$ cat src/rtl/hexdisp_pkg.sv
package hexdisp_pkg;

    localparam int NIB_W    = 4;
    localparam int SEG_W    = 7;
    localparam int OPND_W   = 16;
    localparam int GRP_DIGS = OPND_W / NIB_W;

    typedef logic [NIB_W-1:0] nibble_t;
    typedef logic [SEG_W-1:0] seg_t;
    typedef logic [OPND_W-1:0] operand_t;

    // Active-low segment pattern for one nibble: bit 0 = a ... bit 6 = g
    function automatic seg_t nibble_pattern(input nibble_t n);
        seg_t lit;
        unique case (n)
            4'h0: lit = 7'h3F;
            4'h1: lit = 7'h06;
            4'h2: lit = 7'h5B;
            4'h3: lit = 7'h4F;
            4'h4: lit = 7'h66;
            4'h5: lit = 7'h6D;
            4'h6: lit = 7'h7D;
            4'h7: lit = 7'h07;
            4'h8: lit = 7'h7F;
            4'h9: lit = 7'h6F;
            4'hA: lit = 7'h77;
            4'hB: lit = 7'h7C;
            4'hC: lit = 7'h39;
            4'hD: lit = 7'h5E;
            4'hE: lit = 7'h79;
            4'hF: lit = 7'h71;
            default: lit = 7'h00;
        endcase
        return ~lit;
    endfunction

endpackage

$ cat src/rtl/operand_store.sv
module operand_store #(
    parameter int WIDTH = 16
) (
    input  logic             cap_clk,
    input  logic             clr_n,
    input  logic [WIDTH-1:0] din,
    output logic [WIDTH-1:0] held
);
    // Edge-triggered store; the asynchronous clear wins over capture
    always_ff @(posedge cap_clk or negedge clr_n) begin
        if (!clr_n) begin
            held <= '0;
        end else begin
            held <= din;
        end
    end
endmodule

$ cat src/rtl/nibble_seg_decoder.sv
module nibble_seg_decoder
    import hexdisp_pkg::*;
(
    input  nibble_t nib,
    output seg_t    seg_n
);
    always_comb begin
        seg_n = nibble_pattern(nib);
    end
endmodule

$ cat src/rtl/seg_group.sv
module seg_group
    import hexdisp_pkg::*;
#(
    parameter int DIGITS = 4,
    localparam int VAL_W = DIGITS * NIB_W
) (
    input  logic [VAL_W-1:0]  value,
    output seg_t [DIGITS-1:0] segs
);
    // Digit k decodes nibble k; digit 0 is the rightmost position
    for (genvar k = 0; k < DIGITS; k++) begin : g_digit
        nibble_seg_decoder u_dec (
            .nib   (value[k*NIB_W +: NIB_W]),
            .seg_n (segs[k])
        );
    end
endmodule

$ cat src/rtl/dual_hex_display.sv
module dual_hex_display
    import hexdisp_pkg::*;
(
    input  logic [15:0] sw,
    input  logic        rst_n_btn,
    input  logic        load_btn_n,
    output logic [6:0]  hex7,
    output logic [6:0]  hex6,
    output logic [6:0]  hex5,
    output logic [6:0]  hex4,
    output logic [6:0]  hex3,
    output logic [6:0]  hex2,
    output logic [6:0]  hex1,
    output logic [6:0]  hex0
);
    logic     load_clk;
    operand_t stored_a;
    seg_t [GRP_DIGS-1:0] upper_segs;
    seg_t [GRP_DIGS-1:0] lower_segs;

    // A press drives the button low, so the inverted level rises on press
    assign load_clk = ~load_btn_n;

    operand_store #(.WIDTH(OPND_W)) u_store (
        .cap_clk (load_clk),
        .clr_n   (rst_n_btn),
        .din     (sw),
        .held    (stored_a)
    );

    seg_group #(.DIGITS(GRP_DIGS)) u_upper (
        .value (stored_a),
        .segs  (upper_segs)
    );

    seg_group #(.DIGITS(GRP_DIGS)) u_lower (
        .value (sw),
        .segs  (lower_segs)
    );

    assign hex7 = upper_segs[3];
    assign hex6 = upper_segs[2];
    assign hex5 = upper_segs[1];
    assign hex4 = upper_segs[0];
    assign hex3 = lower_segs[3];
    assign hex2 = lower_segs[2];
    assign hex1 = lower_segs[1];
    assign hex0 = lower_segs[0];
endmodule

$ cat config.mk
export PLATFORM = sky130hd
export DESIGN_NAME = dual_hex_display
export DESIGN_NICKNAME = d
export VERILOG_FILES = /design/src/rtl/hexdisp_pkg.sv /design/src/rtl/operand_store.sv /design/src/rtl/nibble_seg_decoder.sv /design/src/rtl/seg_group.sv /design/src/rtl/dual_hex_display.sv
export SDC_FILE = /design/constraint.sdc
export NUM_CORES = 1
export LEC_CHECK = 0
export BUFFER_PORTS_ARGS = -buffer_cell sky130_fd_sc_hd__buf_2
export CORE_MARGIN = 8
export CORE_UTILIZATION = 44
export CTS_BUF_LIST = sky130_fd_sc_hd__clkbuf_4
export DETAILED_ROUTE_END_ITERATION = 8
export PLACE_DENSITY = 0.76
export SLEW_MARGIN = 10
export SYNTH_ARGS = -nofsm -noshare
export SYNTH_HDL_FRONTEND = slang
export SYNTH_SLANG_ARGS = --single-unit
$ cat constraint.sdc
create_clock -name load_btn_n -period 4.24 [get_ports load_btn_n]
set_input_delay 0.424 -clock load_btn_n [delete_from_list [all_inputs] [get_ports load_btn_n]]
set_output_delay 0.424 -clock load_btn_n [all_outputs]
set_load 0.05 [all_outputs]
## After elaboration in Yosys (flattened, before gate mapping)

Memories as Yosys holds them, arrays and structs flattened.
Index checks and enable logic that the tools add are counted.

| word-level totals | value |
|---|---|
| bits in registers | 16 |
| bits in read-only memories | 896 |
| bits of input ports | 18 |
| output and inout port bits | 56 |
| logic and storage cells | 17 |
| memories kept | 8 |

Memory list:

| memory | words | bits a word | rd ports | clocked after memory_dff | write ports | line | source |
|---|---|---|---|---|---|---|---|
| (name not given) | 16 | 7 | 1 | 0 | 0 | hexdisp_pkg.sv:15 | `unique case (n)` |
| (name not given) | 16 | 7 | 1 | 0 | 0 | hexdisp_pkg.sv:15 |  |
| (name not given) | 16 | 7 | 1 | 0 | 0 | hexdisp_pkg.sv:15 |  |
| (name not given) | 16 | 7 | 1 | 0 | 0 | hexdisp_pkg.sv:15 |  |
| (name not given) | 16 | 7 | 1 | 0 | 0 | hexdisp_pkg.sv:15 |  |
| (name not given) | 16 | 7 | 1 | 0 | 0 | hexdisp_pkg.sv:15 |  |
| +2 memories | n/a | n/a | n/a | n/a | n/a | n/a |  |

| cells by class | value |
|---|---|
| bitwise gates (word level) | 8 |

Operators by type and width:

| cell | number |
|---|---|
| 7-bit NOT | 8 |

## Longest topological paths before layout

An unclocked memory read counts as a cell.

| logic depth | value |
|---|---|
| depth in word-level cells | 2 |
| depth in mapped cells | 5 |
| gate-level depth less buffers | 5 |

## Modules after synthesis

A second synthesis with hierarchy kept.

| unflattened totals | value |
|---|---|
| cell total of the unflattened synthesis | 265 |
| area total of the unflattened synthesis | 2426.1 um2 |

Modules (own cells, without submodules):

| module | instances | cells each | area each (um2) | sequential area each (um2) |
|---|---|---|---|---|
| nibble_seg_decoder | 8 | 31 | 252.7 | 0.0 |
| operand_store | 1 | 16 | 400.4 | 400.4 |
| dual_hex_display | 1 | 1 | 3.8 | 0.0 |

==> run summary <==
Status: complete, but fails checks
Failing checks: negative setup slack
DRC viols: 0
Setup TNS Final: -0.7178 ns
Mapped Nets: 330
Mapped cell area: 0.002390 sq mm
Design Power: 0.7278 mW
First-pass GRT wire length: 9922 um
Slew margin rel.: 62.73%
Average instance area after synthesis: 9.052 sq um
I/O Buffers: 73
Crit path from: u_store.held[4]
Drt initial violations: 46
Worst-path cell chain: inv_2 > ha_4 > inv_2 > mux4_2 > buf_8
Share of post-route cells with drive strength above 1: 45.76%
Clock transition at path regs: 0.06 ns
Yosys Warn Count: 0
DRT antenna net count: 0
Post-DP HPWL: 4574 um
Met3 WL post-DR: 342 um
Initial antenna violation count: 0
Critical Path Slowest Stage Cell: mux4_2
Antenna Cells: 0
Max_cap viols: 0
Final Hold Fails: 0
Leading area contributor after synthesis: ha_1
Area of the core: 0.005371 sq mm
EDFF count, synth: 0
Met2 WL post-DR: 3461 um
Synth top area share: 25.13%
Max FFs per register: 16
Clock Sinks: 16
Arrival @ worst endpoint: 3.96 ns
Clock buffer depth: 2
Max-slew violations: 0
Yosys cell types: 31
WL final: 6512 um
# setup viols final: 12
Unrepaired setup endpoints after global routing: true
Seq cells post-synth: 16
Crit end category: output port
Non-Filler Instances: 426
Core Util, Final: 63.48%
Biggest regs: u_store.held (16)
Clock Tree Root: clkbuf_4
Setup crit start kind: register
Die area: 0.008045 sq mm
Uppermost layer routed: met4
Routed len/inst: 15.29 um
Worst EP required: 3.82 ns
Vias post-DR: 2,250
CP max stage delay: 0.49 ns
Worst Path Buf+Inv: 3
TritonCTS clock tree: done
Std cell rows: 27
Cells after Synth: 264
DR pass1 iterations: 4
Largest net degree at the start of global routing: 17
Crit Path Max Fanout: 4
Die Wd: 89.70 um
Largest Register: u_store.held
Critical path depth: 5
Worst hold path class: in2out
Peak VDD IR: 144.4 uV
Hold Startpoint: sw[2]
GP Congestion: 0.8411
Worst setup path end: hex5[3]
I/O pin count: 74
Commonest non-fill, non-tap cell in the layout: buf_2
H-tree depth: 1
Fraction of registers with async set/reset: 100.0%
Worst setup margin: -0.1454 ns
Vias in the first global route: 2,286
Placed cell count: 403
Starting density of the core: 44.49%
P_leak: 1.693 nW
Most used cell along the critical path: inv_2
Final net count: 422
Register area share after synthesis: 16.75%
Commonest non-fill, non-tap cells in the layout: 50 x buf_2, 35 x ha_1, 27 x nor2_1, 27 x buf_4, 20 x buf_6
Layout area overhead: 42.67%
Power per standard cell area: 213.5 mW/mm^2
Place WS: 0.08262 ns
Area contributors post-synth: ha_1 25%, dfrtn_1 17%, mux2i_1 7.1%, mux4_1 4.4%, nor2_1 4.4%
Gr ovfl total: 0
Vias/cell: 5.282
CTS Buf Count: 3
Post-synth top flop: dfrtn_1
Setup CP Type: reg2out
DIE HEIGHT: 89.70 um
Hold buffer count at cts: 0
WL met1: 2641 um
GRT Overall Usage: 15.13%
Measured slew at the worst slew-check pin: 0.5591 ns
Top cell family by delay on the critical path: multiplexers
==> power breakdown <==
group	switching (mW)	internal, mW
combinational	0.306	0.169
clock	0.0437	0.0329
sequential	0.0146	0.162
total	0.365	0.363
==> per-stage QoR <==
stage,instance area (sq um),hold slack [ns]
2_1_floorplan,2430,1.140
3_3_place_gp,2843,1.300
3_5_place_dp,2843,1.309
4_1_cts,3229,1.311
5_1_grt,3410,1.343
6_report,3410,1.310
==> logic make-up after synthesis <==
family          synth area share [%]
simple gates                   16.81
flops                          16.75
fa+ha+maj                      25.13
buf+inv                        8.691
compound gates                 16.39
mux                            16.23
==> how the worst min path moves through the flow <==
stage / end / depth (start not counted)
after floorplan: hex2[6] / 3
after global placement: hex0[2] / 4
after detailed placement: hex0[2] / 4
after CTS: hex0[2] / 4
after global routing: hex0[2] / 4
final: hex0[2] / 4
==> per-layer routing <==
layer | GRT usage (%) | up-vias
li1 | - | 1112
met1 | 16.90 | 1070
met2 | 27.94 | 59
met3 | 3.822 | 9
met4 | 3.323 | 0
met5 | 0 | -
==> tightest hold or removal path, cell delays in order <==
cell and delay (ns):
buf_2 0.14, nand2_1 0.06, o21ai_0 0.06, buf_2 0.21
==> area by class of cell <==
class                           instances  area, sq um
Tap cell                               72        90.09
Multi-Input combinational cell        207         2051
Inverter                               26        100.1
Clock buffer                            3        22.52
Timing Repair Buffer                  102        745.7
Fill cell                             434         1962
Sequential cell                        16        400.4
==> cells in the mapped netlist, types with 4 or more instances <==
master	n
a22o_1	11
a31oi_1	8
a32o_1	7
buf_2	7
buf_4	4
buf_6	4
dfrtn_1	16
ha_1	48
inv_1	26
mux2i_1	17
mux4_1	4
mux4_2	4
nand2_1	18
nand2b_1	7
nor2_1	28
nor2b_1	15
o21ai_0	5
o21ai_1	7
o32ai_1	7
or3b_1	7
==> what timing repair did <==
| item | in CTS | in global routing |
|---|---|---|
| endpoints found under the setup margin | 19 | 23 |
| resized for setup | 69 | 49 |
| pin swaps | 13 | 13 |
| setup buffers | 15 | 5 |
Power figures use the tool's default switching activity.
